[src/rtl/vid_seq_pkg.sv]
package vid_seq_pkg;
  typedef enum logic {MODE_SERIAL = 1'b0, MODE_PARALLEL = 1'b1} vid_mode_e;

  // boot target as an integer count
  function automatic int unsigned boot_level(input logic [1:0] idx,
                                             input int unsigned base,
                                             input int unsigned step);
    return base + step * int'(idx);
  endfunction
endpackage

[src/rtl/vid_enable_capture.sv]
module vid_enable_capture
  import vid_seq_pkg::*;
#(
  parameter int CODE_W    = 6,
  parameter int BOOT_BASE = 18,
  parameter int BOOT_STEP = 4
) (
  input  logic              clk,
  input  logic              rst,
  input  logic              en,
  input  logic              mode_bit,
  input  logic              boot_hi,
  input  logic              boot_lo,
  output logic              en_rise,
  output logic              active,
  output vid_mode_e         mode,
  output logic [CODE_W-1:0] boot_tgt
);
  logic en_q;

  assign en_rise  = en & ~en_q;
  assign boot_tgt = CODE_W'(boot_level({boot_hi, boot_lo}, BOOT_BASE, BOOT_STEP));

  always_ff @(posedge clk) begin
    if (rst) begin
      en_q   <= 1'b0;
      active <= 1'b0;
      mode   <= MODE_SERIAL;
    end else begin
      en_q <= en;
      if (!en) begin
        active <= 1'b0;
        mode   <= MODE_SERIAL;
      end else if (en_rise) begin
        active <= 1'b1;
        mode   <= mode_bit ? MODE_PARALLEL : MODE_SERIAL;
      end
    end
  end
endmodule

[src/rtl/vid_code_filter.sv]
module vid_code_filter #(
  parameter int CODE_W = 6
) (
  input  logic              clk,
  input  logic              rst,
  input  logic              en_rise,
  input  logic              accept_en,
  input  logic [CODE_W-1:0] vid,
  output logic              new_code_vld,
  output logic [CODE_W-1:0] new_code
);
  logic [CODE_W-1:0] samp_q;
  logic [CODE_W-1:0] acc_q;

  assign new_code     = vid;
  assign new_code_vld = accept_en && (vid == samp_q) && (vid != acc_q);

  always_ff @(posedge clk) begin
    if (rst) begin
      samp_q <= '0;
      acc_q  <= '0;
    end else begin
      samp_q <= vid;
      if (en_rise || new_code_vld) acc_q <= vid;
    end
  end
endmodule

[src/rtl/vid_dac_stepper.sv]
module vid_dac_stepper #(
  parameter int CODE_W = 6,
  parameter logic [CODE_W-1:0] OFF_CODE = '1
) (
  input  logic              clk,
  input  logic              rst,
  input  logic              en,
  input  logic              en_rise,
  input  logic              active,
  input  logic [CODE_W-1:0] boot_tgt,
  input  logic              new_code_vld,
  input  logic [CODE_W-1:0] new_code,
  input  logic              ss_tick,
  input  logic              slew_tick,
  output logic [CODE_W-1:0] cur,
  output logic              done,
  output logic              step_evt
);
  logic [CODE_W-1:0] tgt_q;
  logic              slew_sel_q;
  logic              tick_sel;

  function automatic logic [CODE_W-1:0] toward(input logic [CODE_W-1:0] c,
                                               input logic [CODE_W-1:0] t);
    if (c < t) return c + 1'b1;
    if (c > t) return c - 1'b1;
    return c;
  endfunction

  assign tick_sel = slew_sel_q ? slew_tick : ss_tick;
  assign step_evt = active && tick_sel && (cur != tgt_q);

  always_ff @(posedge clk) begin
    if (rst || !en) begin
      cur        <= OFF_CODE;
      tgt_q      <= OFF_CODE;
      done       <= 1'b0;
      slew_sel_q <= 1'b0;
    end else if (en_rise) begin
      tgt_q      <= boot_tgt;
      slew_sel_q <= 1'b0;
    end else if (active) begin
      if (new_code_vld) begin
        tgt_q      <= new_code;
        slew_sel_q <= 1'b1;
      end
      if (step_evt) cur <= toward(cur, tgt_q);
      if (cur == tgt_q) begin
        done       <= 1'b1;
        slew_sel_q <= 1'b1;
      end
    end
  end
endmodule

[src/rtl/vid_target_seq.sv]
module vid_target_seq
  import vid_seq_pkg::*;
#(
  parameter int CODE_W    = 6,
  parameter int MODE_BIT  = 1,
  parameter int BOOT_HI   = 2,
  parameter int BOOT_LO   = 3,
  parameter int BOOT_BASE = 18,
  parameter int BOOT_STEP = 4
) (
  input  logic              clk,
  input  logic              rst,
  input  logic              en,
  input  logic [CODE_W-1:0] vid,
  input  logic              ss_tick,
  input  logic              slew_tick,
  input  logic              pwr_ok,
  output logic [CODE_W-1:0] dac_code,
  output logic              par_mode,
  output logic              ss_done,
  output logic              pgood
);
  localparam logic [CODE_W-1:0] OFF_CODE = '1;

  logic              en_rise;
  logic              active;
  vid_mode_e         mode;
  logic [CODE_W-1:0] boot_tgt;
  logic              new_code_vld;
  logic [CODE_W-1:0] new_code;
  logic              step_evt;

  vid_enable_capture #(
    .CODE_W(CODE_W), .BOOT_BASE(BOOT_BASE), .BOOT_STEP(BOOT_STEP)
  ) u_cap (
    .clk(clk), .rst(rst), .en(en),
    .mode_bit(vid[MODE_BIT]), .boot_hi(vid[BOOT_HI]), .boot_lo(vid[BOOT_LO]),
    .en_rise(en_rise), .active(active), .mode(mode), .boot_tgt(boot_tgt)
  );

  vid_code_filter #(.CODE_W(CODE_W)) u_filt (
    .clk(clk), .rst(rst), .en_rise(en_rise),
    .accept_en(active && (mode == MODE_PARALLEL)),
    .vid(vid), .new_code_vld(new_code_vld), .new_code(new_code)
  );

  vid_dac_stepper #(.CODE_W(CODE_W), .OFF_CODE(OFF_CODE)) u_step (
    .clk(clk), .rst(rst), .en(en), .en_rise(en_rise), .active(active),
    .boot_tgt(boot_tgt), .new_code_vld(new_code_vld), .new_code(new_code),
    .ss_tick(ss_tick), .slew_tick(slew_tick),
    .cur(dac_code), .done(ss_done), .step_evt(step_evt)
  );

  assign par_mode = (mode == MODE_PARALLEL);
  assign pgood    = ss_done && (par_mode || pwr_ok);
endmodule

[config.mk]
export PLATFORM = sky130hd
export DESIGN_NAME = vid_target_seq
export DESIGN_NICKNAME = d
export VERILOG_FILES = /design/src/rtl/vid_seq_pkg.sv /design/src/rtl/vid_enable_capture.sv /design/src/rtl/vid_code_filter.sv /design/src/rtl/vid_dac_stepper.sv /design/src/rtl/vid_target_seq.sv
export SDC_FILE = /design/constraint.sdc
export NUM_CORES = 1
export LEC_CHECK = 0
export BUFFER_PORTS_ARGS = -buffer_cell sky130_fd_sc_hd__buf_2
export CAP_MARGIN = 20
export CORE_ASPECT_RATIO = 0.7
export CORE_MARGIN = 1.5
export CORE_UTILIZATION = 52
export CTS_BUF_LIST = sky130_fd_sc_hd__clkbuf_4
export DETAILED_ROUTE_END_ITERATION = 8
export GPL_TIMING_DRIVEN = 1
export PLACE_DENSITY = 0.78
export SYNTH_ARGS = -nofsm -noshare
export SYNTH_HDL_FRONTEND = slang
export SYNTH_SLANG_ARGS = --single-unit
[constraint.sdc]
create_clock -name clk -period 5.6 [get_ports clk]
set_input_delay 1.12 -clock clk [delete_from_list [all_inputs] [get_ports clk]]
set_output_delay 1.12 -clock clk [all_outputs]
set_load 0.02 [all_outputs]
# Yosys cells after proc, flatten, opt, wreduce, memory -nomap -nowiden
# Cells that the tools add are included.
[classes]
n_addsub = 3
n_reduce_logical = 20
magnitude_cmp = 2
bitwise_logic = 4
shift = 0
mux = 22
n_eq_ne = 4
multipliers = 0
div = 0
[ops]
columns = ["cell", "count"]
rows = [
  ["6-bit two-way mux", 7],
  ["1-bit two-way mux", 15],
  ["6-bit == test", 2],
  ["6-bit inequality test", 2],
  ["2-bit nonzero test", 4],
  ["5-bit by 4-bit adder with 6-bit output, first input constant", 1],
  ["6-bit by 1-bit adder with 6-bit output, second input constant", 1],
  ["6-bit greater-than comparator", 1],
  ["1-bit logical AND", 6],
  ["6-bit less-than comparator", 1],
  ["6-bit by 1-bit subtractor with 6-bit output, second input constant", 1],
  ["2-bit AND reduction", 2],
  ["4-bit AND reduction", 1],
  ["2-bit OR reduction", 2],
  ["1-bit logical OR", 3],
  ["1-bit NOT", 3],
  ["3-bit AND reduction", 1],
  ["1-bit AND", 1],
  ["1-bit zero test", 1],
]
[totals]
register_bits = 29
latch_bits = 0
ram_bits = 0
rom_bits = 0
mem_count = 0

# Logic depth before layout (Yosys ltp)
# Gate-level depths: netlist of run 1.
[depth]
ltp_word = 14
depth_mapped = 8

# By module
# From an unflattened synthesis of run 1, not the netlist that was laid out.
[unflattened]
cells_unflattened = 225
area_unflattened_um2 = 1934.4
[by_module_without_submodules]
columns = ["module", "area_per_inst_um2", "cells_each", "n_inst"]
rows = [
  ["vid_dac_stepper", 1009.7, 121, 1],
  ["vid_code_filter", 748.2, 84, 1],
  ["vid_enable_capture", 161.4, 18, 1],
  ["vid_target_seq", 15.0, 2, 1],
]

# Worst setup path after synthesis of run 1
# Ideal clock, no wire load.
[synth_timing]
path_kind = "input to output"
startpoint = "input port pwr_ok"
endpoint = "output port pgood"
path_stages = 1
n_path_buf = 0
t_arrival_ns = 1.343
path_slack_ns = 3.137
cell_sequence = "o21a_1"
[synth_via]
elab_chain_len = 2
[synth_rtl]
columns = ["item", "line_no", "rtl"]
rows = [
  ["start: declaration", "vid_target_seq.sv:17", "input logic pwr_ok,"],
  ["1-bit logical OR", "vid_target_seq.sv:55", "assign pgood = ss_done && (par_mode || pwr_ok);"],
  ["1-bit logical AND", "vid_target_seq.sv:55", ""],
  ["end: declaration", "vid_target_seq.sv:21", "output logic pgood"],
]
# No other way between the ends.

# Worst setup path after layout of run 1
[layout_timing]
startpoint = "input port vid[0]"
endpoint = "register u_filt.acc_q[2]"
[layout_via]
elab_chain_len = 4
elab_cells_between_ends = 5
classes_between = "2 x eq/ne; 3 x reduce/logical"
[layout_rtl]
columns = ["item", "line_no", "rtl"]
rows = [
  ["start: declaration", "vid_target_seq.sv:14", "input logic [CODE_W-1:0] vid,"],
  ["6-bit == test", "vid_code_filter.sv:16", "assign new_code_vld = accept_en && (vid == samp_q) && (vid != acc_q);"],
  ["1-bit logical AND", "vid_code_filter.sv:16", ""],
  ["1-bit logical AND *", "vid_code_filter.sv:16", ""],
  ["1-bit logical OR *", "vid_code_filter.sv:24", "if (en_rise || new_code_vld) acc_q <= vid;"],
  ["end signal: assignment", "vid_code_filter.sv:24", ""],
  ["end: declaration", "vid_code_filter.sv:13", "logic [CODE_W-1:0] acc_q;"],
]
# Every way passes the cells marked *; elsewhere a longest branch is shown, timed or not.
# A chain may end at the register's enable or synchronous reset.

==> metrics list, run 1 <==
* Final setup violation count: 0
* Final-layout worst hold slack: 521 ps
- The routed design has 3280 um of wire.
- In this run the worst setup path begins at vid[0].
- In the final layout, the share of cells above drive strength 1 is 17.9%.
- At the pin with the least slew margin, the transition time is 891 ps.
- The floorplan step set the die width to about 70 um.
- Max rail drop VDD: 0.144 mV
- The core region is 0.00282 mm2.
* Fin Setup TNS: 0 ps
* Main area contributors after synthesis: sky130_fd_sc_hd__dfxtp_1 (37%), sky130_fd_sc_hd__mux2i_1 (7.1%), sky130_fd_sc_hd__ha_1 (6.5%)
- Starting Density: 54.9%
- The worst setup path is launched from a primary input.
- The clock tree synthesis step divided the H-tree into 2 levels.
- Worst Slack Setup Final: around 2700 ps
* Worst-case reg-to-reg path depth: 5
* # clock sinks: 29
- Setup bufs post-CTS: 0
- After detailed routing, the average wire length per cell comes to 14.5 um.
* Max-capacitance violation count: 0
- Full die area: around 0.0033 mm2
* Result of the run: complete, no violations
- Worst hold-check path type: reg -> reg
- Dividing total power by cell area gives a power density of 229 mW/mm2.
- After the first detailed-routing iteration, the DRC count stood at 65.
- After synthesis the netlist holds a flip-flop and latch count of 29.
- Diodes inserted: 0
- In this run the register-to-register setup slack is about 3300 ps.
- For the worst setup path, the data required time is 5830 ps.
- Largest net degree at the start of global routing: 14
- Of all flip-flops after synthesis, the portion carrying an async set or reset was 0%.
- At the placement stage, the worst setup path has a slack of 2340 ps.
- The first global-routing pass estimated 5420 um of wire.
- The endpoint identified for the worst register-to-register timing path is u_filt.acc_q[2]$_SDFFE_PP0P_.
* Top-Level Pins: 21
- Setup crit end kind: flop
- Vias after detailed routing: 1246
- CTS root buffer: sky130_fd_sc_hd__clkbuf_4
* Post-CTS resize count: 0
- Std cell rows: 16
* Cell type with the largest total area after synthesis: sky130_fd_sc_hd__dfxtp_1
- The critical path crosses 6 cells after its start point.
- Once detailed placement completed, the half-perimeter wirelength came to between 2000 and 2500 um.
- Clock skew on the completed layout was measured at ~15 ps.
- Hold repair after CTS inserted 0 buffers.
- Global routing used between 20% and 30% of the available tracks across all layers.
- Broken down by cell family, the worst path's largest delay share belongs to compound AO/OA/AOI/OAI gates.
- In this run, synthesis inferred 0 flip-flops with an integrated enable.
- Layout overhead on the synthesized area: 9.94%
- The via count of the first global-routing pass came to 1219.
* Delay of the slowest cell on the worst path: 740 ps
- Clock tree synthesis inserted a total of 5 buffers.
- Routability-driven placement finished with a final weighted congestion of roughly 0.8.
* Post-synth design cell area: 0.00155 mm2
- Buffer and inverter count on the worst path: 1
- Maximum buffer depth of the clock tree: 2
* Endpoint arrival time on the critical path: between 3000 and 4000 ps
- DRC violation count after routing: 0
- The most common cell in the synthesized netlist is sky130_fd_sc_hd__dfxtp_1.
* Share of the yosys chip area belonging to registers: 37.5%
- The design draws 0.389 mW.
- Number of synthesis warnings: 0
* Initial antenna violation count: 0
- Area share of the leading cell type in the synthesized netlist: a little under two fifths
* Crit Path Class: in -> reg
* Routed vias/inst: 5.51
- Overflow left after global routing: 0
- Final Net Count: ~210
- Launch instance of the worst register-to-register path: u_filt.acc_q[0]$_SDFFE_PP0P_
- The final number of max-transition violations came to 0.
- Unrepaired setup endpoints after global routing: no
- After clock tree synthesis, the clock-pin slew on the worst setup and hold paths is 100 ps.
* Last element of the critical path: u_filt.acc_q[2]$_SDFFE_PP0P_
- Average footprint of a synthesized cell: 9.11 um2
- Clock tree from TritonCTS: yes
- Detail Route Antenna Nets: 0
- Max Fclk: 342 MHz
- Quantity of I/O buffers inserted on ports: 20
* Post-synthesis instance total: 170
* Max-slew headroom: 40.3%
- Count of cell types in the netlist: 34
* Primary FF master, synth: sky130_fd_sc_hd__dfxtp_1
- Net count after synthesis: 190
* Critical-path top delay cell: sky130_fd_sc_hd__o211ai_1
* Period Utilization, post-route: 52.1%
- Clock period minus worst slack: approximately 2900 ps
- At the later pin of the worst-skew pair, clock insertion delay measures 340 ps.
- Die Y: ~49 um
- The critical path goes through buf_2 > xnor2_1 > nand4_1 > o211ai_1 > and2_1 > mux2_4.
- Counting instances in the post-synthesis netlist gives the leading cell types as sky130_fd_sc_hd__dfxtp_1 (29), sky130_fd_sc_hd__nor2_1 (16), sky130_fd_sc_hd__nor2b_1 (12).
- Final count of hold timing violations: 0
- TritonRoute pass-1 iters: 4
- The analysis attributes to cell leakage a power of between 0.7 and 0.8 nW.
- Worst-path maximum fanout: 12
[logic make-up (layout without fill, tap and decap cells)]
| family | after synthesis | in the layout | share of synthesized area, % |
|---|---|---|---|
| mux | 18 | 18 | 13.7 |
| compound gates | 21 | 21 | 9.21 |
| simple gates | 62 | 62 | 20.5 |
| buf+inv | 19 | 39 | 5.33 |
| fa+ha+maj | 8 | 8 | 6.46 |
| flops | 29 | 29 | 37.5 |
| xor+xnor | 13 | 13 | 7.35 |
[final cells by class]
type	count	area (um2)
fill	245	1120
multi-input combinational	122	886
sequential	29	581
timing repair buffer	20	100
tap	36	45.0
inverter	11	41.3
clock buffer	5	37.5
clock inverter	3	12.5
[worst reg2reg max path, delay by kind of cell (launching register included)]
kind             cells  cell delay [ps]
AND/OR/NAND/NOR      2              650
XOR/XNOR             1              190
flip-flops           1              330
AO/OA/AOI/OAI        1              740
multiplexers         1              340
[registers in the layout (all words and copies together) (netlist names)]
register           cells
u_filt.acc_q           6
u_filt.samp_q          6
u_step.cur             6
u_step.tgt_q           6
u_cap.active           1
u_cap.en_q             1
u_cap.mode             1
u_step.done            1
u_step.slew_sel_q      1
[how the worst min path moves through the flow]
| stage | from | cells after the start | end |
|---|---|---|---|
| finish | u_step.done$_SDFFE_PP0P_ | 2 | u_step.done$_SDFFE_PP0P_ |
| global route | u_step.tgt_q[0]$_SDFFE_PP1P_ | 2 | u_step.tgt_q[0]$_SDFFE_PP1P_ |
| CTS | u_step.tgt_q[5]$_SDFFE_PP1P_ | 2 | u_step.tgt_q[5]$_SDFFE_PP1P_ |
| detailed placement | u_cap.en_q$_SDFF_PP0_ | 2 | u_cap.mode$_SDFFE_PP0P_ |
| global placement | u_step.done$_SDFFE_PP0P_ | 2 | u_step.done$_SDFFE_PP0P_ |
| floorplan | u_step.tgt_q[5]$_SDFFE_PP1P_ | 2 | u_step.tgt_q[5]$_SDFFE_PP1P_ |
[per-stage QoR]
step / area [um2] / utilization [%] / instances
6_report: 1700 / 60.3 / 226
5_1_grt: 1700 / 60.3 / 226
4_1_cts: 1700 / 60.3 / 226
3_5_place_dp: 1650 / 58.6 / 218
3_3_place_gp: 1650 / 58.6 / 218
2_1_floorplan: 1550 / - / 170
[cells in the final DEF, fill, tap and decap left out, types with 2 or more instances in the layout]
| cell | synthesis | final |
|---|---|---|
| sky130_fd_sc_hd__nor3_1 | 4 | 4 |
| sky130_fd_sc_hd__inv_1 | 10 | 10 |
| sky130_fd_sc_hd__mux2_4 | 6 | 6 |
| sky130_fd_sc_hd__mux2i_1 | 11 | 11 |
| sky130_fd_sc_hd__buf_2 | 2 | 20 |
| sky130_fd_sc_hd__o211ai_1 | 3 | 3 |
| sky130_fd_sc_hd__nor2_1 | 16 | 16 |
| sky130_fd_sc_hd__o21ai_0 | 6 | 6 |
| sky130_fd_sc_hd__nand3_1 | 6 | 6 |
| sky130_fd_sc_hd__clkbuf_4 | 0 | 5 |
| sky130_fd_sc_hd__o31a_1 | 2 | 2 |
| sky130_fd_sc_hd__xnor2_1 | 6 | 6 |
| sky130_fd_sc_hd__clkinv_1 | 1 | 3 |
| sky130_fd_sc_hd__nand4_1 | 5 | 5 |
| sky130_fd_sc_hd__xor2_1 | 7 | 7 |
| sky130_fd_sc_hd__nand2b_1 | 2 | 2 |
| sky130_fd_sc_hd__and2_1 | 7 | 7 |
| sky130_fd_sc_hd__dfxtp_1 | 29 | 29 |
| sky130_fd_sc_hd__nand2_1 | 7 | 7 |
| sky130_fd_sc_hd__a21oi_1 | 4 | 4 |
| sky130_fd_sc_hd__ha_1 | 8 | 8 |
| sky130_fd_sc_hd__nor2b_1 | 12 | 12 |
[power breakdown]
group / internal, mW / total, mW / switching [mW]
logic: 0.0231 / 0.0502 / 0.0271
registers: 0.214 / 0.219 / 0.00504
clock network: 0.0452 / 0.121 / 0.0754
[layer usage]
| metal | share of wire [%] | up-vias | routed length [um] | global-route usage, % |
|---|---|---|---|---|
| li1 | - | 619 | - | - |
| met1 | 48 | 579 | 1570 | 29.7 |
| met2 | 44 | 38 | 1430 | 32.2 |
| met3 | 6.1 | 10 | 201 | 7.67 |
| met4 | 2.2 | 0 | 72 | 9.67 |
| met5 | 0 | - | 0 | 0 |
Power figures use the tool's default switching activity.
==> run 2: changes to the inputs <==
--- a/config.mk
+++ b/config.mk
@@ -13,7 +13,7 @@
 export CTS_BUF_LIST = sky130_fd_sc_hd__clkbuf_4
 export DETAILED_ROUTE_END_ITERATION = 8
 export GPL_TIMING_DRIVEN = 1
-export PLACE_DENSITY = 0.78
+export PLACE_DENSITY = 0.81
 export SYNTH_ARGS = -nofsm -noshare
 export SYNTH_HDL_FRONTEND = slang
 export SYNTH_SLANG_ARGS = --single-unit
==> constraint.sdc (replaced) <==
create_clock -name clk -period 2.63 [get_ports clk]
set_input_delay 0.526 -clock clk [delete_from_list [all_inputs] [get_ports clk]]
set_output_delay 0.526 -clock clk [all_outputs]
set_load 0.02 [all_outputs]
==> run 2 against run 1 <==
Worst setup slack worse by 2200 ps. Sequential share of layout area down 0.44 points. Critical path type is now reg -> reg. Flip-flop and latch count unchanged. Combinational power up 110%.
==> metrics list, run 2 (synthesis results as in run 1) <==
* Result of the run: complete, no violations
* Detail Route Antenna Nets: 0
* Vias after detailed routing: about 1.2k
* Final count of hold timing violations: 0
- Diodes inserted: 0
- Layout overhead on the synthesized area: 11.4%
- Final core utilization: 61.1%
* Detailed Route WL: slightly above 3000 um
* Ratio of cells with drive above 1 in the final layout: 19.2%
- Final Net Count: 212
- Pre-CTS worst setup slack: 625 ps
* Global routing met3 resource utilization: between 6 and 7%
* Final setup violation count: 0
- # clock sinks: 29
- Period Utilization, post-route: 80.2%
- TritonRoute pass-1 iters: 4
- Most used cells in the layout excluding fill and tap cells: sky130_fd_sc_hd__dfxtp_1 (29), sky130_fd_sc_hd__buf_2 (20), sky130_fd_sc_hd__nor2_1 (16), sky130_fd_sc_hd__nor2b_1 (12), sky130_fd_sc_hd__mux2i_1 (11)
* Reported leakage power: 0.769 nW
* Placeable Area: 0.00282 mm2
- After clock tree synthesis, the setup repair step added 0 buffers.
* Fin Setup TNS: 0 ps
- Worst Hold Depth: 2
- The first global-routing pass estimated 5310 um of wire.
- At the worst endpoint, the arrival time is 2370 ps.
- Entering global routing, the biggest net connects 14 pins.
* Clock insertion delay at the later pin of the skew report: 340 ps
- The number of cells on the worst reg-to-reg path is 6.
- For this design the ratio of total power to cell area is 476 mW/mm2.
* Full die area: 0.00332 mm2
- After detailed routing, the average wire length per cell comes to 13.3 um.
- Met2 Track Usage GR: 32.0%
- After the first detailed-routing iteration, the DRC count stood at 66.
- The via count of the first global-routing pass was 1213.
* Top-Level Pins: 21
- STA classifies the critical path endpoint as a flop.
- IR analysis of the VDD net gives a maximum drop of between 0.2 and 0.3 mV.
* Layer carrying the most global-route usage: met2
- Post-CTS resize count: 0
- Routability-driven placement finished with a final weighted congestion of between 0.8 and 0.9.
- Overflow left after global routing: 0
- The floorplan step set the die width to roughly 68 um.
* Number of clock buffers inserted by TritonCTS: 5
- Routed vias/inst: 5.40
- Initial antenna violation count: 0
- Unrepaired setup endpoints after global routing: no
- In this run, post-CTS hold repair placed 0 buffers.
* Depth of the CTS H-tree: 2
* Worst Slack Setup Final: 521 ps
- The worst pin sits at a relative slew slack of 73.2%.
- Worst setup skew after layout: approximately 13 ps
- The die is 48.7 um tall.
- The floorplan has 16 rows.
- For this configuration, the core starts out at a cell density of a little over half.
- The final number of max-transition violations was 0.
* Quantity of I/O buffers inserted on ports: 20
- Slew at the pin closest to its max-slew limit: 402 ps
- TritonCTS built the clock tree.
* Worst hold-check path type: in -> reg
- Worst EP required: 2890 ps
* Launching element type of the critical path: flop
* Clock period minus worst slack: between 2000 and 2500 ps
- Final-layout worst hold slack: between 400 and 500 ps
- Derived from the worst setup path, the maximum achievable clock frequency is approximately 470 MHz.
- Count of filler cells inserted in the layout: 251
- The root buffer cell chosen for the clock tree is sky130_fd_sc_hd__clkbuf_4.
- Most common cell after layout, fill and taps aside: sky130_fd_sc_hd__dfxtp_1
- Maximum buffer depth of the clock tree: 2
* Max-capacitance violation count: 0
- After legalization and detailed placement, the total HPWL measured 2210 um.
- DRC violation count after routing: 0
* Met1 Track Usage GR: 28.1%
- Power Total: 0.822 mW
- Of all nets on the critical path, the largest fanout is 9.
- After clock tree synthesis, the clock-pin slew on the worst setup and hold paths is 100 ps.
- Global router's overall resource usage: 21.8%
* Crit Path Class: reg -> reg
run 2: cell count changes in the layout (fill, tap and decap cells not counted), sizes merged:
cell and change:
buf +3
run 2: power by group:
part,leakage [nW],switching (mW),internal [mW]
logic,0.501,0.0539,0.0511
registers,0.238,0.0108,0.455
clock network,0.0300,0.155,0.0963
total,0.769,0.219,0.602
run 2: worst paths after layout:
path,slack (ps),end,start
max,520,u_step.cur[5]$_SDFFE_PP1P_,u_step.cur[3]$_SDFFE_PP1P_
min,500,u_filt.samp_q[5]$_SDFF_PP0_,vid[5]
max reg2reg,520,u_step.cur[5]$_SDFFE_PP1P_,u_step.cur[3]$_SDFFE_PP1P_
min reg2reg,520,u_step.tgt_q[5]$_SDFFE_PP1P_,u_step.tgt_q[5]$_SDFFE_PP1P_
run 2: cell type report:
| class | count | area, um2 | share of cell area [%] |
|---|---|---|---|
| Multi-Input combinational cell | 122 | 886 | 51.3 |
| Tap cell | 36 | 45.0 | 2.61 |
| Clock inverter | 3 | 12.5 | 0.725 |
| Clock buffer | 5 | 37.5 | 2.18 |
| Inverter | 11 | 41.3 | 2.39 |
| Sequential cell | 29 | 581 | 33.6 |
| Timing Repair Buffer | 23 | 123 | 7.11 |
run 2: critical path, stage by stage, from the launching register on:
cell                       delay, ps
sky130_fd_sc_hd__dfxtp_1         490
sky130_fd_sc_hd__ha_1            300
sky130_fd_sc_hd__nand4_1         200
sky130_fd_sc_hd__o2111a_1        430
sky130_fd_sc_hd__nand4_1         190
sky130_fd_sc_hd__mux2i_1         230
sky130_fd_sc_hd__mux2i_1         200
run 2: metal layers:
metal  routed length (um)  vias to the layer above
li1                     -                      621
met1                 1470                      583
met2                 1390                       24
met3                  113                        9
met4                   81                        0
met5                    0                        -
run 2: stage by stage:
| step | std cells | instance area [um2] |
|---|---|---|
| floorplan | 170 | 1550 |
| global route | 229 | 1730 |
| detailed placement | 221 | 1680 |
| finish | 229 | 1730 |
| global placement | 221 | 1680 |
| CTS | 229 | 1730 |
